==> config.mk <==
export PLATFORM = sky130hd
export DESIGN_NAME = quad_phase_det
export DESIGN_NICKNAME = d
export VERILOG_FILES = /design/src/rtl/qpd_pkg.sv /design/src/rtl/qpd_sync.sv /design/src/rtl/qpd_integrator.sv /design/src/rtl/qpd_out_reg.sv /design/src/rtl/quad_phase_det.sv
export SDC_FILE = /design/constraint.sdc
export NUM_CORES = 1
export LEC_CHECK = 0
export BUFFER_PORTS_ARGS = -buffer_cell sky130_fd_sc_hd__clkbuf_2
export CORE_MARGIN = 4
export CORE_UTILIZATION = 35
export CTS_CLUSTER_DIAMETER = 100
export DETAILED_ROUTE_END_ITERATION = 8
export PLACE_DENSITY_LB_ADDON = 0.08
export SYNTH_ARGS = -nofsm -noshare
export SYNTH_HDL_FRONTEND = slang
export SYNTH_SLANG_ARGS = --single-unit
==> constraint.sdc <==
create_clock -name clk -period 4.1 [get_ports clk]
set_input_delay 0.41 -clock clk [delete_from_list [all_inputs] [get_ports clk]]
set_output_delay 0.41 -clock clk [all_outputs]
set_load 0.02 [all_outputs]
==> src/rtl/qpd_pkg.sv <==
package qpd_pkg;

    localparam int OUT_W       = 16;
    localparam int ACC_W       = 24;
    localparam int FRAC_W      = 3;
    localparam int GAIN        = 4;
    localparam int SYNC_STAGES = 2;

    typedef logic signed [ACC_W-1:0] acc_t;
    typedef logic signed [OUT_W-1:0] word_t;

    typedef enum logic {
        PH_MATCH  = 1'b0,
        PH_DIFFER = 1'b1
    } ph_rel_e;

    typedef struct packed {
        logic fire;
        acc_t quot;
    } dump_req_t;

    localparam acc_t WORD_MAX = acc_t'((1 << (OUT_W - 1)) - 1);
    localparam acc_t WORD_MIN = -acc_t'(1 << (OUT_W - 1));
    localparam acc_t FRAC_SPAN = acc_t'(1 << FRAC_W);

    function automatic acc_t step_of(ph_rel_e rel);
        return (rel == PH_DIFFER) ? acc_t'(GAIN) : -acc_t'(GAIN);
    endfunction

    function automatic word_t clamp_word(acc_t v);
        if (v > WORD_MAX) return word_t'(WORD_MAX);
        if (v < WORD_MIN) return word_t'(WORD_MIN);
        return word_t'(v);
    endfunction

endpackage

==> src/rtl/qpd_sync.sv <==
module qpd_sync
    import qpd_pkg::*;
#(
    parameter int STAGES = SYNC_STAGES
) (
    input  logic clk,
    input  logic rst,
    input  logic d,
    output logic q
);

    logic [STAGES-1:0] chain;

    always_ff @(posedge clk) begin
        if (rst) chain <= '0;
        else     chain <= {chain[STAGES-2:0], d};
    end

    assign q = chain[STAGES-1];

    // the synchronized level is the input from STAGES edges earlier
    assert_sync_delay_R2: assert property (@(posedge clk) disable iff (rst)
        (!$past(rst) && !$past(rst, 2)) |-> (q == $past(d, STAGES)));

endmodule

==> src/rtl/qpd_integrator.sv <==
module qpd_integrator
    import qpd_pkg::*;
(
    input  logic      clk,
    input  logic      rst,
    input  ph_rel_e   rel,
    input  logic      dump,
    output dump_req_t req
);

    acc_t acc_q;
    acc_t sum;
    acc_t resid;

    always_comb begin
        sum      = acc_q + step_of(rel);
        resid    = acc_t'({{(ACC_W-FRAC_W){1'b0}}, sum[FRAC_W-1:0]});
        req.fire = dump;
        req.quot = sum >>> FRAC_W;
    end

    always_ff @(posedge clk) begin
        if (rst)       acc_q <= '0;
        else if (dump) acc_q <= resid;
        else           acc_q <= sum;
    end

    // between dumps the integrator moves by exactly one step of fixed size
    assert_step_size_R3: assert property (@(posedge clk) disable iff (rst)
        (!$past(rst) && !$past(dump)) |->
        ((acc_q - $past(acc_q) == acc_t'(GAIN)) || ($past(acc_q) - acc_q == acc_t'(GAIN))));

    // after a dump only the fractional remainder stays in the integrator
    assert_residual_range_R5: assert property (@(posedge clk) disable iff (rst)
        (!$past(rst) && $past(dump)) |-> (acc_q >= 0 && acc_q < FRAC_SPAN));

endmodule

==> src/rtl/qpd_out_reg.sv <==
module qpd_out_reg
    import qpd_pkg::*;
(
    input  logic      clk,
    input  logic      rst,
    input  dump_req_t req,
    output word_t     word,
    output logic      valid
);

    always_ff @(posedge clk) begin
        if (rst) begin
            word  <= '0;
            valid <= 1'b0;
        end else begin
            valid <= req.fire;
            if (req.fire) word <= clamp_word(req.quot);
        end
    end

    // valid only ever follows a dump request
    assert_valid_follows_dump_R4: assert property (@(posedge clk) disable iff (rst)
        valid |-> $past(req.fire));

    // the word holds when no dump was requested
    assert_hold_between_dumps_R7: assert property (@(posedge clk) disable iff (rst)
        (!$past(rst) && !$past(req.fire)) |-> $stable(word));

    // an oversized positive quotient clips to the top of the range
    assert_clip_high_R6: assert property (@(posedge clk) disable iff (rst)
        (!$past(rst) && $past(req.fire) && ($past(req.quot) > WORD_MAX)) |->
        (word == word_t'(WORD_MAX)));

endmodule

==> src/rtl/quad_phase_det.sv <==
module quad_phase_det
    import qpd_pkg::*;
(
    input  logic                    clk,
    input  logic                    rst,
    input  logic                    sense_in,
    input  logic                    drive_ph,
    input  logic                    dump,
    output logic signed [OUT_W-1:0] err_out,
    output logic                    err_valid
);

    logic      sense_s;
    ph_rel_e   rel;
    dump_req_t req;

    qpd_sync #(.STAGES(SYNC_STAGES)) u_sync (
        .clk (clk),
        .rst (rst),
        .d   (sense_in),
        .q   (sense_s)
    );

    assign rel = ph_rel_e'(sense_s ^ drive_ph);

    qpd_integrator u_integ (
        .clk  (clk),
        .rst  (rst),
        .rel  (rel),
        .dump (dump),
        .req  (req)
    );

    qpd_out_reg u_out (
        .clk   (clk),
        .rst   (rst),
        .req   (req),
        .word  (err_out),
        .valid (err_valid)
    );

endmodule

Word-level counts from Yosys, hierarchy flattened
Index checks and enable logic that the tools add are counted.
{"block": "totals", "inputBits": 5, "ff_bits": 43, "out_inout_bits": 17, "elab_cells": 22}
{"block": "classes", "mux": 12, "order_cmp": 2, "bitwise_logic": 1, "reduce_logical": 1, "add_sub_neg": 1}
{"operator": "16-bit two-way mux", "n": 4}
{"operator": "24-bit adder", "n": 1}
{"operator": "24-bit two-way mux", "n": 1}
{"operator": "21-bit by 16-bit greater-than comparator with 1-bit output (second input constant)", "n": 1}
{"operator": "21-bit by 16-bit < comparator with 1-bit output (second input constant)", "n": 1}
{"operator": "1-bit two-way mux", "n": 7}
{"operator": "2-bit OR reduction", "n": 1}
{"operator": "1-bit bitwise XOR", "n": 1}

Longest topological paths before layout
{"block": "depth", "depth_word": 12, "depth_mapped": 14, "ltp_nobuf": 11}

Hierarchy
From an unflattened synthesis, not the netlist that was laid out.
{"block": "unflattened", "cells_unflattened": 320, "hier_area_um2": 2770.2}
{"mod": "qpd_integrator", "area_per_inst_um2": 1970.6, "instances": 1, "cells_per_inst": 237, "seq_area_each_um2": 440.4}
{"mod": "qpd_out_reg", "area_per_inst_um2": 738.2, "instances": 1, "cells_per_inst": 78, "seq_area_each_um2": 340.3}
{"mod": "qpd_sync", "area_per_inst_um2": 52.6, "instances": 1, "cells_per_inst": 4, "seq_area_each_um2": 40.0}
{"mod": "quad_phase_det", "area_per_inst_um2": 8.8, "instances": 1, "cells_per_inst": 1, "seq_area_each_um2": 0.0}

Worst setup path before layout
No wires, ideal clock.
{"block": "synth_path", "path_type": "input-to-reg", "start": "input port drive_ph", "end": "register u_out.word[10]", "arrival_ps": 3310, "required_ps": 3985, "slack_ps": 675, "path_stages": 14, "setup_ps": 115, "path_buffers": 3, "cell_sequence": "xor2_2 > buf_2 > buf_1 > xnor2_1 > ha_1 > nor3_1 > a31oi_1 > nor3_1 > a31oi_1 > xor2_1 > nand4_1 > buf_2 > a21oi_1 > o21ai_2"}
{"block": "synth_between", "elab_chain_len": 10, "elab_cells_between_ends": 15, "classes_between": "add/sub: 1; order compare: 2; mux: 11; bitwise: 1"}
{"element": "from (decl)", "line_no": "quad_phase_det.sv:7", "text": "input logic drive_ph,"}
{"element": "1-bit bitwise XOR (*)", "line_no": "quad_phase_det.sv:24", "text": "assign rel = ph_rel_e'(sense_s ^ drive_ph);"}
{"element": "24-bit two-way mux (*)", "line_no": "qpd_pkg.sv:27", "text": "return (rel == PH_DIFFER) ? acc_t'(GAIN) : -acc_t'(GAIN);"}
{"element": "24-bit adder (*)", "line_no": "qpd_integrator.sv:16", "text": "sum = acc_q + step_of(rel);"}
{"element": "21-bit by 16-bit < comparator with 1-bit output", "line_no": "qpd_pkg.sv:32", "text": "if (v < WORD_MIN) return word_t'(WORD_MIN);"}
{"element": "1-bit two-way mux (2 in series)", "line_no": "qpd_pkg.sv:32"}
{"element": "1-bit two-way mux", "line_no": "qpd_out_reg.sv:17", "text": "if (req.fire) word <= clamp_word(req.quot);"}
{"element": "1-bit two-way mux", "line_no": "qpd_out_reg.sv:12", "text": "if (rst) begin"}
{"element": "16-bit two-way mux", "line_no": "qpd_pkg.sv:33", "text": "return word_t'(v);"}
{"element": "16-bit two-way mux (*)", "line_no": "qpd_pkg.sv:32"}
{"element": "to (signal assigned)", "line_no": "qpd_out_reg.sv:17"}
{"element": "to (decl)", "line_no": "qpd_out_reg.sv:7", "text": "output word_t word,"}
Mark *: on every way between the ends. The rest lies on a longest branch, timed or not. The select of a mux whose other input is x is not followed.
A chain may end at the register's enable or synchronous reset.

Worst setup path after layout
{"block": "layout_path", "start": "register u_sync.chain[1]", "end": "register u_out.word[5]"}
{"block": "layout_between", "elab_chain_len": 10, "elab_cells_between_ends": 15, "classes_between": "add/sub: 1; order compare: 2; mux: 11; bitwise: 1"}
{"element": "from (decl)", "line_no": "qpd_sync.sv:12", "text": "logic [STAGES-1:0] chain;"}
{"element": "from (signal assigned)", "line_no": "qpd_sync.sv:16", "text": "else chain <= {chain[STAGES-2:0], d};"}
{"element": "1-bit bitwise XOR (*)", "line_no": "quad_phase_det.sv:24"}
{"element": "24-bit two-way mux (*)", "line_no": "qpd_pkg.sv:27"}
{"element": "24-bit adder (*)", "line_no": "qpd_integrator.sv:16"}
{"element": "21-bit by 16-bit < comparator with 1-bit output", "line_no": "qpd_pkg.sv:32"}
{"element": "1-bit two-way mux (2 in series)", "line_no": "qpd_pkg.sv:32"}
{"element": "1-bit two-way mux", "line_no": "qpd_out_reg.sv:17"}
{"element": "1-bit two-way mux", "line_no": "qpd_out_reg.sv:12"}
{"element": "16-bit two-way mux", "line_no": "qpd_pkg.sv:33"}
{"element": "16-bit two-way mux (*)", "line_no": "qpd_pkg.sv:32"}
Marks and branches as above.

==> flow_summary.yaml <==
outcome:
  outcome: "finished, final reports clean"
timing:
  worstMarginPinSlew_ns: 0.588
  fin_crit_sh_pct: 80.5
  final_hold_viol_count: 0
  setup_ws_ns: 0.799
  slew_violations: 0
  final-setup-viol-count: 0
  min_period_ns: 3.30
  rsz0062_at_grt: "false"
  worst_clock_skew_ns: 0.00931
  hold_ws_ns: 0.321
  tns_ns: 0
  slew_headroom_pct: 60.0
  fmax_mhz: 303
route:
  drt-total-wl_um: 5440
  via_per_inst: 5.31
  wl_per_cell_um: 14.9
  vias: 1937
  firstDrtPassIters: 4
  ant_nets: 0
  dr.first_iter.drc_count: 81
  drcViolationCount: 0
die:
  core_um2: 6310
  dieArea_um2: 7840
  rows: 29
  die_y_um: 88.6
  io_pins: 22
  die_width_um: 88.6
  initial_core_util_pct: 36.0
min_path:
  holdPathStages: 2
  min_from: "sense_in"
  hold_class: "input port to flop"
  hold_path_end: "u_sync.chain[0]"
setup_path:
  cp-start-kind: "flop"
  reg2reg_depth: 12
  critPathMaxFanout: 10
  arrival_ns: 3.48
  cp-end-kind: "flop"
  worst_ep_required_time_ns: 4.28
  timing.rr.end: "u_out.word[5]"
  crit_slowest_cell: "nor3_1"
  r2r-start: "u_sync.chain[1]"
  crit_chain: "xor2_2 -> xnor2_1 -> ha_1 -> nor3_1 -> a31oi_1 -> nor3_1 -> a31oi_1 -> xor2_1 -> nand4_1 -> buf_4 -> a21boi_0 -> o21ai_2"
  critical_path_class: "flop to flop"
  cp_top_family: "simple AND/OR/NAND/NOR gates"
  cp_num_buf_inv: 1
  r2r_setup_slack_ns: 0.80
  max_stage_delay_ns: 0.48
global_routing:
  grtUsageMet1_pct: 21.0
  use_met3_pct: 3.54
  overflow: 0
  grt_pass1_vias: 1810
  antenna_found_initial: 0
  grt_max_degree: 28
  grt_usage_pct: 15.3
  grt_util_met2_pct: 23.7
  grt_pass1_wl_um: 9180
  busiest_layer: "met2"
power:
  intPower_mw: 0.888
  powerDensity_nw_per_um2: 539
  power_switching_mw: 0.502
  sw_frac_of_total_pct: 36.1
  peakVddDrop_mv: 0.259
  clockPowerShare_pct: 28.4
  comb_power_share_pct: 35.7
  pwr-share-seq_pct: 35.9
  p_leak_nw: 0.960
logic_synthesis:
  synth_top_area_share_pct: 36.1
  yosysSeqAreaShare_pct: 36.1
  synth_common_cells: "dfxtp_1 (41), nand2_1 (26), xnor2_1 (20)"
  yosys.area.top_type: "dfxtp_1"
  synth_area_leaders: "dfxtp_1 (36%), xnor2_1 (7.7%), nand2_1 (4.3%)"
  ys_types: 50
  yosys_warnings: 0
  syn-num-nets: 274
  synth.most_common_cell: "dfxtp_1"
  ys_ff_latch: 41
  synthXorXnorAreaFrac_pct: 10.7
  yosys.area_share.simple_pct: 28.4
  synth_top_family_by_area: "simple AND/OR/NAND/NOR gates"
  synth_edf_count: 0
  synthAdderAreaFrac_pct: 0.551
  async_flop_share_pct: 0
  synthMuxAreaShare_pct: 2.86
  synth_compound_area_share_pct: 17.7
  syn_area_per_cell_um2: 8.48
  netlist_area_um2: 2270
  synth_ff_type: "dfxtp_1"
  synth_cells: 268
layout:
  nets: 293
  n_antenna_cell: 0
  syn2layout_area_growth_pct: 13.4
  layout.cells.non_filler: 365
  drive_gt1_share_pct: 20.1
placed_design:
  dp_hpwl_um: 4010
  dp_cells: 357
  io_buffers: 21
  place_ws_ns: 0.583
  gp_routability_congestion: 0.870
clock_tree:
  cts_tree: "built"
  cts_root_buf: "clkbuf_8"
  ctsResizeCount: 0
  numCtsBuffers: 5
  cts_setup_buffers: 0
  cts_max_level: 2
  cts.path.max_buffers: 2
  path_clk_slew_ns: 0.08
  cts.sinks: 41
  clkLatencyLatePin_ns: 0.30
  cts_hold_repair.buffers: 0
job:
  maxCapViolCount: 0
[flip-flops by register name (all words and copies together), names as in the netlist]
register / cells
u_integ.acc_q: 22
u_out.valid: 1
u_out.word: 16
u_sync.chain: 2
[power groups by stage]
stage,Clock [mW],Sequential (mW),Combinational (mW)
final,0.395,0.499,0.496
after global routing,0.426,0.506,0.561
after CTS,0.409,0.499,0.503
after detailed placement,0,0.508,0.500
after global placement,0,0.509,0.501
after floorplan,0,0.525,0.358
[worst register-to-register path, cell delays in order, from the launching register on]
cell and delay (ns):
dfxtp_1 0.41, xor2_2 0.19, xnor2_1 0.09, ha_1 0.24
nor3_1 0.48, a31oi_1 0.21, nor3_1 0.22, a31oi_1 0.07
xor2_1 0.36, nand4_1 0.35, buf_4 0.29, a21boi_0 0.24
o21ai_2 0.06
[cells in the final DEF, fill, tap and decap left out, types with 6 or more instances in the layout]
cell type and n:
nor4_1 7, nand4_1 8, and3_1 6, and2_1 13, a21boi_0 7, nand3_1 7, nor3_1 15, clkbuf_2 21
dfxtp_1 41, o21ai_2 10, xnor2_1 20, a21oi_1 17, nor2_1 18, nand2_1 26
[per-layer routing]
metal  share of wire (%)  vias up  routed length, µm
met4                 1.5        0                 83
met2                  47       27               2550
met5                   0        -                  0
met3                 3.4        7                184
li1                    -     1001                  -
met1                  48      902               2630
[kinds of logic (layout without fill, tap and decap cells)]
kind of cell               Yosys count  after routing
AOI/OAI and AO/OA                   59             59
xor gates and xnor gates            26             26
adders and majority gates            1              1
buffers and inverters               18             38
DFF                                 41             41
muxes                                5              5
and+or+nand+nor                    118            118
[worst max-delay path by stage]
stage                     depth (start not counted)             end  slack (ns)             from
final                                            12   u_out.word[5]        0.80  u_sync.chain[1]
after floorplan                                  14  u_out.word[10]        0.68         drive_ph
after detailed placement                         13   u_out.word[5]        0.58         drive_ph
after global placement                           13   u_out.word[1]        0.76         drive_ph
after global routing                             12   u_out.word[5]        0.44  u_sync.chain[1]
after CTS                                        12   u_out.word[5]        0.76  u_sync.chain[1]
[area by class of cell]
| type | instances | area (µm²) |
|---|---|---|
| flip-flops and latches | 41 | 821 |
| clock buffers | 5 | 68.8 |
| clock inverters | 3 | 68.8 |
| multi-input cells | 209 | 1370 |
| repair buffers | 25 | 135 |
| fillers | 693 | 3740 |
| well taps | 77 | 96.3 |
| inverters | 5 | 18.8 |
[per-stage QoR]
step	util [%]	area [µm²]	power (mW)
floorplan	-	2270	0.883
global placement	38.6	2440	1.01
detailed placement	38.6	2440	1.01
CTS	40.8	2580	1.41
global route	40.8	2580	1.49
finish	40.8	2580	1.39
No activity file was read; power rests on OpenSTA's default activity.
